<file path="config.mk">
export PLATFORM = sky130hd
export DESIGN_NAME = useq_top
export DESIGN_NICKNAME = d
export VERILOG_FILES = /design/src/rtl/useq_pkg.sv /design/src/rtl/useq_store.sv /design/src/rtl/useq_dispatch.sv /design/src/rtl/useq_next.sv /design/src/rtl/useq_top.sv
export SDC_FILE = /design/constraint.sdc
export NUM_CORES = 1
export LEC_CHECK = 0
export ABC_AREA = 1
export ABC_CLOCK_PERIOD_IN_PS = 2200
export BUFFER_PORTS_ARGS = -buffer_cell sky130_fd_sc_hd__buf_4
export CAP_MARGIN = 10
export CORE_MARGIN = 2
export CORE_UTILIZATION = 51
export DETAILED_ROUTE_END_ITERATION = 10
export GPL_TIMING_DRIVEN = 1
export HOLD_SLACK_MARGIN = 0.02
export PLACE_DENSITY = 0.79
export SETUP_SLACK_MARGIN = 0.15
export SLEW_MARGIN = 20
export SYNTH_ARGS = -nofsm -noshare
export SYNTH_HDL_FRONTEND = slang
export SYNTH_SLANG_ARGS = --single-unit
</file>
<file path="constraint.sdc">
create_clock -name clk -period 2.2 [get_ports clk]
set_input_delay 0.22 -clock clk [delete_from_list [all_inputs] [get_ports clk]]
set_output_delay 0.22 -clock clk [all_outputs]
set_load 0.03 [all_outputs]
</file>
<file path="src/rtl/useq_pkg.sv">
package useq_pkg;

  localparam int ADDR_W = 6;
  localparam int OP_W   = 5;

  typedef enum logic [2:0] {
    J_NEXT   = 3'd0,
    J_SPIN   = 3'd1,
    J_FETCH  = 3'd2,
    J_DISP   = 3'd3,
    J_FTRUE  = 3'd4,
    J_FFALSE = 3'd5
  } jump_t;

  localparam logic [1:0] SEL_PC  = 2'd0;
  localparam logic [1:0] SEL_RS1 = 2'd1;
  localparam logic [1:0] SEL_RS2 = 2'd2;
  localparam logic [1:0] SEL_RD  = 2'd3;

  localparam logic [1:0] IMM_I = 2'd0;
  localparam logic [1:0] IMM_B = 2'd1;
  localparam logic [1:0] IMM_J = 2'd2;

  localparam logic [1:0] OP_ADD  = 2'd0;
  localparam logic [1:0] OP_FUNC = 2'd1;
  localparam logic [1:0] OP_SUB4 = 2'd2;
  localparam logic [1:0] OP_ADD4 = 2'd3;

  typedef struct packed {
    logic       ma_ld;
    logic       a_ld;
    logic       b_ld;
    logic       ir_ld;
    logic       pc_ld;
    logic       reg_en;
    logic       reg_wr;
    logic [1:0] reg_sel;
    logic       imm_en;
    logic [1:0] imm_sel;
    logic       alu_en;
    logic [1:0] alu_op;
    logic       mem_en;
    logic       mem_wr;
    logic       trap;
  } ctrl_t;

  localparam int CTRL_W = $bits(ctrl_t);

  // routine entry points
  localparam logic [ADDR_W-1:0] A_FETCH = 6'd0;
  localparam logic [ADDR_W-1:0] A_ALU   = 6'd3;
  localparam logic [ADDR_W-1:0] A_ALUI  = 6'd6;
  localparam logic [ADDR_W-1:0] A_LW    = 6'd9;
  localparam logic [ADDR_W-1:0] A_JAL   = 6'd14;
  localparam logic [ADDR_W-1:0] A_BT    = 6'd18;
  localparam logic [ADDR_W-1:0] A_ILL   = 6'd24;
  localparam logic [ADDR_W-1:0] A_BF    = 6'd25;

endpackage

</file>
<file path="src/rtl/useq_store.sv">
module useq_store
  import useq_pkg::*;
(
  input  logic [ADDR_W-1:0] addr,
  output ctrl_t             word,
  output jump_t             jt
);

  always_comb begin
    word = '0;
    jt   = J_NEXT;
    case (addr)
      // fetch
      6'd0: begin word.ma_ld = 1'b1; word.a_ld = 1'b1; word.reg_en = 1'b1; word.reg_sel = SEL_PC; end
      6'd1: begin word.ir_ld = 1'b1; word.mem_en = 1'b1; jt = J_SPIN; end
      6'd2: begin word.pc_ld = 1'b1; word.alu_en = 1'b1; word.alu_op = OP_ADD4; jt = J_DISP; end
      // register ALU, immediate ALU, load and both branches read rs1 first
      6'd3, 6'd6, 6'd9, 6'd18, 6'd25: begin
        word.a_ld = 1'b1; word.reg_en = 1'b1; word.reg_sel = SEL_RS1;
      end
      6'd4, 6'd19, 6'd26: begin
        word.b_ld = 1'b1; word.reg_en = 1'b1; word.reg_sel = SEL_RS2;
      end
      6'd7, 6'd10: begin
        word.b_ld = 1'b1; word.imm_en = 1'b1; word.imm_sel = IMM_I;
      end
      6'd5, 6'd8: begin
        word.reg_wr = 1'b1; word.reg_sel = SEL_RD; word.alu_en = 1'b1; word.alu_op = OP_FUNC;
        jt = J_FETCH;
      end
      // load word
      6'd11: begin word.ma_ld = 1'b1; word.alu_en = 1'b1; word.alu_op = OP_ADD; end
      6'd12: begin word.reg_wr = 1'b1; word.reg_sel = SEL_RD; word.mem_en = 1'b1; jt = J_SPIN; end
      6'd13: jt = J_FETCH;
      // jump-and-link
      6'd14: begin word.reg_wr = 1'b1; word.reg_sel = SEL_RD; end
      6'd15, 6'd21, 6'd28: begin word.a_ld = 1'b1; word.alu_en = 1'b1; word.alu_op = OP_SUB4; end
      6'd16: begin word.b_ld = 1'b1; word.imm_en = 1'b1; word.imm_sel = IMM_J; end
      6'd17, 6'd23, 6'd30: begin
        word.pc_ld = 1'b1; word.alu_en = 1'b1; word.alu_op = OP_ADD; jt = J_FETCH;
      end
      // branches: condition test while loading the PC into A
      6'd20: begin word.a_ld = 1'b1; word.reg_en = 1'b1; word.reg_sel = SEL_PC; jt = J_FFALSE; end
      6'd27: begin word.a_ld = 1'b1; word.reg_en = 1'b1; word.reg_sel = SEL_PC; jt = J_FTRUE; end
      6'd22, 6'd29: begin word.b_ld = 1'b1; word.imm_en = 1'b1; word.imm_sel = IMM_B; end
      // step 24 and every unused word: trap, back to fetch
      default: begin word.trap = 1'b1; jt = J_FETCH; end
    endcase
  end

endmodule

</file>
<file path="src/rtl/useq_dispatch.sv">
module useq_dispatch
  import useq_pkg::*;
(
  input  logic [OP_W-1:0]   opcode,
  output logic [ADDR_W-1:0] target
);

  always_comb begin
    case (opcode)
      5'h0C:   target = A_ALU;
      5'h04:   target = A_ALUI;
      5'h00:   target = A_LW;
      5'h1B:   target = A_JAL;
      5'h18:   target = A_BT;
      5'h19:   target = A_BF;
      default: target = A_ILL;
    endcase
  end

endmodule

</file>
<file path="src/rtl/useq_next.sv">
module useq_next
  import useq_pkg::*;
(
  input  logic [ADDR_W-1:0] cur,
  input  jump_t             jt,
  input  logic              busy,
  input  logic              cond,
  input  logic [ADDR_W-1:0] disp,
  output logic [ADDR_W-1:0] nxt
);

  logic [ADDR_W-1:0] inc;
  assign inc = cur + ADDR_W'(1);

  always_comb begin
    case (jt)
      J_NEXT:   nxt = inc;
      J_SPIN:   nxt = busy ? cur : inc;
      J_FETCH:  nxt = A_FETCH;
      J_DISP:   nxt = disp;
      J_FTRUE:  nxt = cond ? A_FETCH : inc;
      J_FFALSE: nxt = cond ? inc : A_FETCH;
      default:  nxt = A_FETCH;
    endcase
  end

endmodule

</file>
<file path="src/rtl/useq_top.sv">
module useq_top
  import useq_pkg::*;
(
  input  logic                clk,
  input  logic                rst_n,
  input  logic [OP_W-1:0]     opcode,
  input  logic                cond,
  input  logic                busy,
  output logic [ADDR_W-1:0]   upc,
  output logic [CTRL_W-1:0]   ctrl
);

  ctrl_t             word;
  jump_t             jt;
  logic [ADDR_W-1:0] disp;
  logic [ADDR_W-1:0] nxt;

  useq_store u_store (
    .addr (upc),
    .word (word),
    .jt   (jt)
  );

  useq_dispatch u_disp (
    .opcode (opcode),
    .target (disp)
  );

  useq_next u_next (
    .cur  (upc),
    .jt   (jt),
    .busy (busy),
    .cond (cond),
    .disp (disp),
    .nxt  (nxt)
  );

  always_ff @(posedge clk or negedge rst_n) begin
    if (!rst_n) upc <= A_FETCH;
    else        upc <= nxt;
  end

  assign ctrl = word;

endmodule

</file>
### Word level (Yosys, flattened, before mapping)

Cells that the tools add are included.

* bits of input ports: 9
* word-level logic and storage cells: 78
* flip-flop bits (word level): 6
* output and inout bits: 24

* reductions and logical operators: 19
* add/subtract/negate cells: 1
* eq/ne operators: 39
* multiplexer cells: 18

Operators by type and width (count)
* 6-bit by 5-bit == test with 1-bit output, second input constant: 14
* 6-bit by 4-bit == test with 1-bit output, second input constant: 8
* 5-bit case mux with 6 select lines: 1
* 6-bit case mux with 5 select lines: 1
* 30-bit OR reduction: 1
* 6-bit by 3-bit == test with 1-bit output, second input constant: 4
* 11-bit OR reduction: 2
* 19-bit OR reduction: 1
* 6-bit 2-to-1 mux: 3
* 5-bit == test, second input constant: 3
* 3-bit case mux with 5 select lines: 1
* 6-bit by 2-bit == test with 1-bit output, second input constant: 2
* 3-bit case mux with 4 select lines: 1
* 4-bit OR reduction: 3
* 2-bit OR reduction: 5
* 1-bit 2-to-1 mux: 9
* 3-bit case mux with 3 select lines: 1
* 8-bit OR reduction: 1
* 6-bit by 1-bit adder with 6-bit output, second input constant: 1
* 3-bit == test, second input constant: 2
* 6-bit by 1-bit == test with 1-bit output, second input constant: 1
* 6-bit logical NOT: 1
* 2-bit case mux with 3 select lines: 1
* 3-bit OR reduction: 2
* 8 further kinds: 8

### Logic depth before layout (Yosys ltp)

Gate-level depths: netlist of run 1.

* depth after elaboration: 5
* depth in mapped cells: 13
* gate-level depth less buffers: 13

### Cells and area by module

Synthesis of run 1 repeated with hierarchy kept, for this count alone.

* cells, all modules: 248
* area total of the unflattened synthesis: 1320.0 um^2

By module, submodules not included
* useq_store: seq. area each 0.0 um^2, area an instance 655.6 um^2, instances 1, cells each 131
* useq_next: seq. area each 0.0 um^2, area an instance 374.1 um^2, instances 1, cells each 81
* useq_top: seq. area each 150.1 um^2, area an instance 150.1 um^2, instances 1, cells each 6
* useq_dispatch: seq. area each 0.0 um^2, area an instance 140.1 um^2, instances 1, cells each 30

### Least setup slack after synthesis of run 1

OpenSTA, ideal clock, no wires.

* kind: register to output
* from: reg upc[0]
* to: out ctrl[0]
* cell stages (with the launch flop): 10
* data required time: 1.980 ns
* arrival time: 2.417 ns
* path slack: -0.437 ns
* path buffers: 0
* cells stage by stage: dfrtp_1 inv_1 ha_1 nand2_1 nor2_1 inv_1 nand2_1 nor2_1 nand4_1 nor4_1

* longest elaborated chain between the ends: 3
* elaborated cells between the ends (all ways): 32
* classes of those cells: 29 x eq/ne; 1 x mux; 2 x reduce/logical

Ends and longest elaborated chain
* from (decl): RTL line useq_top.sv:9 `output logic [ADDR_W-1:0] upc,`
* from (signal assigned): RTL line useq_top.sv:40 `else upc <= nxt;`
* 6-bit by 4-bit == test with 1-bit output, or another cell as far along: RTL line useq_store.sv:12 `case (addr)`
* 30-bit OR reduction (no source line) *
* 1-bit 2-to-1 mux *: RTL line useq_store.sv:12
* to (decl): RTL line useq_top.sv:10 `output logic [CTRL_W-1:0] ctrl`

Every way passes the cells marked *; elsewhere a longest branch is shown, timed or not.

### Worst setup path in the final report of run 1

* from: reg upc[2]
* to: out ctrl[0]

The elaborated chain is that of the path after synthesis.

==> run summary, run 1 <==
Result of the run: finished with violations
Violated checks: negative setup slack
Clock edge transition at the registers on the reported setup and hold paths: 0.05 ns
Ratio of routed vias to standard cells: 5.52
Avg WL per Cell: 14.4 um
# Max-Cap Violations: 0
DR vias: 1,434
First-pass iteration count of the detailed router: 4
Die boundary width: 50.3 um
Number of buffers created by CTS: 3
Number of failing hold endpoints at the final stage: 0
Net count, final: 247
Final setup violation count: 1
Post-synthesis net count: 198
CTS Buffer Depth: 2
Global placement routability congestion: 0.898
Number of global-route vias before repair: 1,389
Final std cells w/o fill: 260
Root buffer selected by CTS: clkbuf_4
HPWL reported at the end of detailed placement: 2.32 mm
Biggest register: upc
Top cell type's share of synthesized area: 13.8%
Fraction of synthesis flops using an asynchronous set or reset pin: 100%
Number of diodes added for antenna fixing: 0
CP required: 1.98 ns
Post-synth EDFFs: 0
Number of antenna violations at the first check in global routing: 0
Critical Path Source Type: flop
Ratio of total power to cell area: 1270 nW/um^2
Area of the core region: 1980 sq um
CTS tree: built
Maximum single-stage delay on the critical path: 0.45 ns
Internal reg-to-reg setup slack: 0.09 ns
Launch point of the worst reg-to-reg path: upc[2]$_DFFE_PN0P_
Port Buffer Count: 31
Total DRC errors in the routed layout: 0
Sequential element share of the synthesized area: 13.8%
Arrival time at the worst endpoint: 2.01 ns
Count of clock tree sinks: 6
Max reg flops: 6
Path depth of the worst reg2reg path: 12
Largest cells by area after synthesis: dfrtp_1 14%, nand2_1 11%, nand3_1 11%
Std cell rows: 16
CP Class: flop to output port
Antenna viol nets, final: 0
Post-synth top area cell: dfrtp_1
Overall fraction of global-route tracks in use: 31.6%
Fraction of the cycle the final worst path needs: 101%
Fraction of layout instances using a drive strength above 1: 48.9%
First-pass GRT wire length: 6.21 mm
Nature of the critical path endpoint: output port
Registers with the most flip-flops: upc: 6 flops
Critical-path maximum fanout: 6
Total Die Area: 2530 sq um
Number of register bits inferred by synthesis: 6
Worst setup slack after layout: -0.0302 ns
Most frequent cell after synthesis: nand2_1
Yosys cell types: 29
Clock latency on the worst-skew pair: 0.25 ns
Largest delay contributor family on the critical path: simple AND/OR/NAND/NOR gates
Die outline height: 50.3 um
1st-iter DRT viols: 44
Highest ir drop seen on vdd: 1050 uV
Yosys Warn Count: 0
Type of the tightest min-delay check: input pin to async pin
Effective utilization at floorplan: 55.1%
Max-slew violations: 0
Final critical delay including setup and external delays: 2.23 ns
Maximum number of pins on one net before global-route repair: 14
Clk_skew: 0.000249 ns
End of the worst register-to-register path: upc[4]$_DFFE_PN0P_
H-tree Lvls: 1
Buffers & Inverters on Critical Path: 2
Summed instance area of the synthesized netlist: 1090 sq um
Count of boundary I/O pins: 33
Ordered list of cells on the worst path: buf_4 -> nor2_4 -> nand2_1 -> nor2_1 -> nor3_1 -> nand4_1 -> nor4_4 -> buf_4
Leakage component of the power: 0.919 nW
P&R area growth vs syn: 53.8%
Highest-delay cell along the critical path: dfrtp_2
List of most frequent post-synthesis cells: 32 x nand2_1, 29 x nor2_1, 24 x inv_1
Cell occurring most often along the worst timing path: buf_4
Overflow left after global routing: 0
Instance count of the mapped netlist: 185
Routed WL: 3.76 mm
Post-synth top flop: dfrtp_1
Average cell area after synthesis: 5.90 sq um
Placed cell count: 241
RSZ-0062 raised after global routing: true
Final standard cell utilization of the core: 84.7%
Maximum clock frequency: 448 MHz
## report_power, final
group | switching (mW) | internal, mW
combinational | 1.14 | 0.669
clock | 0.0451 | 0.0691
sequential | 0.0614 | 0.142
total | 1.24 | 0.881
## area by class of cell
cell class / count / area (sq um)
multi-input combinational: 143 / 951
timing repair buffer: 48 / 389
fill: 111 / 304
sequential: 6 / 155
inverter: 32 / 123
tap: 27 / 33.8
clock buffer: 4 / 26.3
## repair_timing
item / in CTS / in global routing
hold endpoints to repair: 6 / 0
setup endpoints to repair: 4 / 13
hold buffers: 1 / 0
buffers inserted: 11 / 3
gates resized for setup: 31 / 12
pin swaps: 12 / 8
## kinds of logic (layout without fill, tap and decap cells)
kind of cell    count (synthesis)  count (layout)  share of synthesized area [%]
flops                           6               6                           13.8
fa+ha+maj                       4               4                           4.59
simple gates                  121             121                           56.1
buf+inv                        36              84                           15.1
xor+xnor                        4               4                           3.21
compound gates                 13              13                           6.88
other cells                     1               1                          0.344
## per-stage QoR
step	area [sq um]	total power [mW]	setup TNS (ns)	setup WS [ns]	hold slack, ns
floorplan	1110	1.26	0	0.151	-0.0756
global placement	1350	1.65	0	0.186	0.0260
detailed placement	1350	1.67	0	0.155	0.0305
CTS	1600	2.00	0	0.0737	0.309
global route	1680	2.24	-0.188	-0.103	0.330
finish	1680	2.12	-0.0302	-0.0302	0.315
## cells in the final DEF, fill, tap and decap left out, types with 4 or more instances in the layout
| cell type | count |
|---|---|
| xor2_1 | 4 |
| nor2_2 | 16 |
| ha_4 | 4 |
| nor2_1 | 25 |
| nand3_1 | 16 |
| a21oi_1 | 5 |
| inv_1 | 20 |
| buf_4 | 40 |
| nand2_1 | 31 |
| buf_6 | 7 |
| nand3_2 | 9 |
| inv_2 | 11 |
| dfrtp_2 | 4 |
| nand2_2 | 5 |
| nand4_1 | 4 |
## metal layers
metal | GRT usage (%) | up-vias | routed length (um) | share of wire (%)
met5 | 0 | - | 0 | 0
met4 | 15.7 | 0 | 155 | 4.1
met3 | 3.87 | 16 | 173 | 4.6
met2 | 57.0 | 58 | 1950 | 52
met1 | 36.1 | 675 | 1470 | 39
li1 | - | 685 | - | -
## worst register-to-register path, cell delays in order, from the launching register on
cell	delay, ns
dfrtp_2	0.45
buf_4	0.16
nor2_4	0.17
nand2_1	0.13
nor2_1	0.37
nor2_2	0.07
nand2_1	0.09
nor2_2	0.04
nand3_2	0.10
nand2_1	0.07
nand2_2	0.14
nand2_2	0.08
a21oi_2	0.17
## worst max path at each step
stage	to	cells past startpoint	slack, ns	from
floorplan	ctrl[0]	9	0.15	upc[0]$_DFFE_PN0P_
detailed placement	ctrl[0]	10	0.16	upc[0]$_DFFE_PN0P_
CTS	ctrl[0]	10	0.07	upc[1]$_DFFE_PN0P_
global placement	ctrl[0]	10	0.19	upc[0]$_DFFE_PN0P_
finish	ctrl[0]	8	-0.03	upc[2]$_DFFE_PN0P_
global route	ctrl[0]	8	-0.10	upc[2]$_DFFE_PN0P_
Power figures use the tool's default switching activity.
==> inputs of run 2 (changes only) <==
--- a/config.mk
+++ b/config.mk
@@ -8,7 +8,7 @@
 export ABC_AREA = 1
 export ABC_CLOCK_PERIOD_IN_PS = 2200
 export BUFFER_PORTS_ARGS = -buffer_cell sky130_fd_sc_hd__buf_4
-export CAP_MARGIN = 10
+export CAP_MARGIN = 0
 export CORE_MARGIN = 2
 export CORE_UTILIZATION = 51
 export DETAILED_ROUTE_END_ITERATION = 10
==> constraint.sdc (replaced) <==
create_clock -name clk -period 2.2 [get_ports clk]
set_input_delay 0.22 -clock clk [delete_from_list [all_inputs] [get_ports clk]]
set_output_delay 0.22 -clock clk [all_outputs]
set_load 0.01 [all_outputs]
==> run 2 against run 1 <==
  * Via count rose by 11%
  * Die area unchanged
  * Largest cell class unchanged
  * The flow still finishes with violations (negative setup slack)
  * Clock skew up 0.0011 ns
  * Critical endpoint unchanged
  * Hold slack gained 0.027 ns
  * Sequential share of layout area decreased by 0.58 points
==> run summary, run 2 (synthesis results as in run 1) <==
Fraction of layout instances using a drive strength above 1: 55.4%
Port Buffer Count: 31
Number of failing hold endpoints at the final stage: 0
Total Die Area: 2530 sq um
Count of boundary I/O pins: 33
Area of the core region: 1980 sq um
Violated checks: negative setup slack
RSZ-0062 raised after global routing: true
Highest ir drop seen on vdd: 810 uV
Maximum number of pins on one net before global-route repair: 14
Effective utilization at floorplan: 55.1%
Critical Path Source Type: flop
Worst setup slack before clock tree synthesis: 0.115 ns
Critical-path maximum fanout: 13
Avg WL per Cell: 16.9 um
Type of the tightest min-delay check: input pin to async pin
Antenna viol nets, final: 0
Number of antenna violations at the first check in global routing: 0
Ratio of total power to cell area: 1080 nW/um^2
Cell occurring most often along the worst timing path: nor2_1
Overall power: 1.93 mW
1st-iter DRT viols: 63
Registers with the most flip-flops: upc: 6 flops
Final std cells w/o fill: 269
CP required: 1.98 ns
DR vias: 1,598
Total DRC errors in the routed layout: 0
Biggest register: upc
HPWL reported at the end of detailed placement: 2.41 mm
Highest-delay cell along the critical path: dfrtp_1
Max-slew violations: 0
Overflow left after global routing: 0
Launch point of the worst reg-to-reg path: upc[0]$_DFFE_PN0P_
Buffers & Inverters on Critical Path: 2
Placed cell count: 240
Net count, final: 257
Die outline height: 50.3 um
Number of buffers created by CTS: 3
Overall fraction of global-route tracks in use: 29.3%
Routed WL: 4.55 mm
CP Class: flop to output port
CTS Buffer Depth: 2
Count of clock tree sinks: 6
Largest delay contributor family on the critical path: simple AND/OR/NAND/NOR gates
Fraction of the cycle the final worst path needs: 103%
P&R area growth vs syn: 64.0%
Worst setup slack after layout: -0.0654 ns
Leakage component of the power: 0.969 nW
Clock edge transition at the registers on the reported setup and hold paths: 0.04 ns
Clk_skew: 0.00135 ns
Number of diodes added for antenna fixing: 0
Global placement routability congestion: 0.909
First-pass iteration count of the detailed router: 5
Post-place instance area: 1320 sq um
Std cell rows: 16
Path depth of the worst reg2reg path: 12
Launching element of the worst setup path: upc[4]$_DFFE_PN0P_
Final critical delay including setup and external delays: 2.27 ns
Ordered list of cells on the worst path: inv_2 -> nand2_4 -> nor2_1 -> nor2_2 -> nand2_1 -> nor2_1 -> nand4_1 -> nor4_2 -> buf_4
Final standard cell utilization of the core: 90.3%
Ratio of routed vias to standard cells: 5.94
Most frequent cells in the layout: 52 x buf_4, 28 x nand2_1, 23 x nor2_1
Depth of the critical timing path with buffers and inverters included: 9
Final setup violation count: 1
Max reg flops: 6
Nature of the critical path endpoint: output port
Fill cells: 89
Maximum clock frequency: 441 MHz
Result of the run: finished with violations
Finished layout cell area: 1790 sq um
H-tree Lvls: 1
First-pass GRT wire length: 5.78 mm
Die boundary width: 50.3 um
Number of global-route vias before repair: 1,368
# Max-Cap Violations: 0
Arrival time at the worst endpoint: 2.05 ns
Clock latency on the worst-skew pair: 0.24 ns
Root buffer selected by CTS: clkbuf_4
Maximum single-stage delay on the critical path: 0.47 ns
CTS tree: built
Most common cell after layout, fill and taps aside: buf_4
## run 2: changes by cell type in the layout (fill, tap and decap cells not counted), sizes merged
cell,delta
clkbuf,-1
buf,+10
## run 2: metrics by stage
stage                     hold WS, ns  setup TNS [ns]
final                           0.342         -0.0654
after detailed placement       0.0285               0
after CTS                       0.326               0
after floorplan               -0.0756               0
after global routing            0.355         -0.0873
after global placement         0.0262               0
## run 2: final timing paths
check                                     end  slack, ns
setup / recovery                      ctrl[0]      -0.07
hold / removal             upc[0]$_DFFE_PN0P_       0.34
setup reg to reg           upc[4]$_DFFE_PN0P_       0.23
hold reg to reg            upc[5]$_DFFE_PN0P_       0.74
max in group asynchronous  upc[2]$_DFFE_PN0P_       1.73
min in group clk           upc[4]$_DFFE_PN0P_       0.39
## run 2: area by class of cell
type | instances | area [sq um] | share of cell area [%]
tap | 27 | 33.8 | 1.89
timing repair buffer | 58 | 457 | 25.5
sequential | 6 | 155 | 8.67
multi-input combinational | 143 | 993 | 55.5
inverter | 32 | 128 | 7.13
clock buffer | 3 | 22.5 | 1.26
## run 2: layer usage
layer  GRT usage (%)  up-vias  wire length [um]
met5               0        -                 0
li1                -      703                 -
met2            58.6      113              2350
met3            3.27       33               310
met4            9.26        0               314
met1            31.0      749              1580
## run 2: power by group
group          switching (mW)  internal [mW]  leakage [nW]
logic                   0.921          0.702         0.880
registers              0.0720          0.143        0.0752
clock network          0.0358         0.0614        0.0138
## run 2: what timing repair did
| action | 4_1_cts | 5_1_grt |
|---|---|---|
| setup endpoints to repair | 4 | 13 |
| resized for setup | 34 | 27 |
| setup buffers | 13 | 12 |
| endpoints found under the hold margin | 6 | 0 |
| pin swaps | 14 | 14 |
| hold buffers | 1 | 0 |
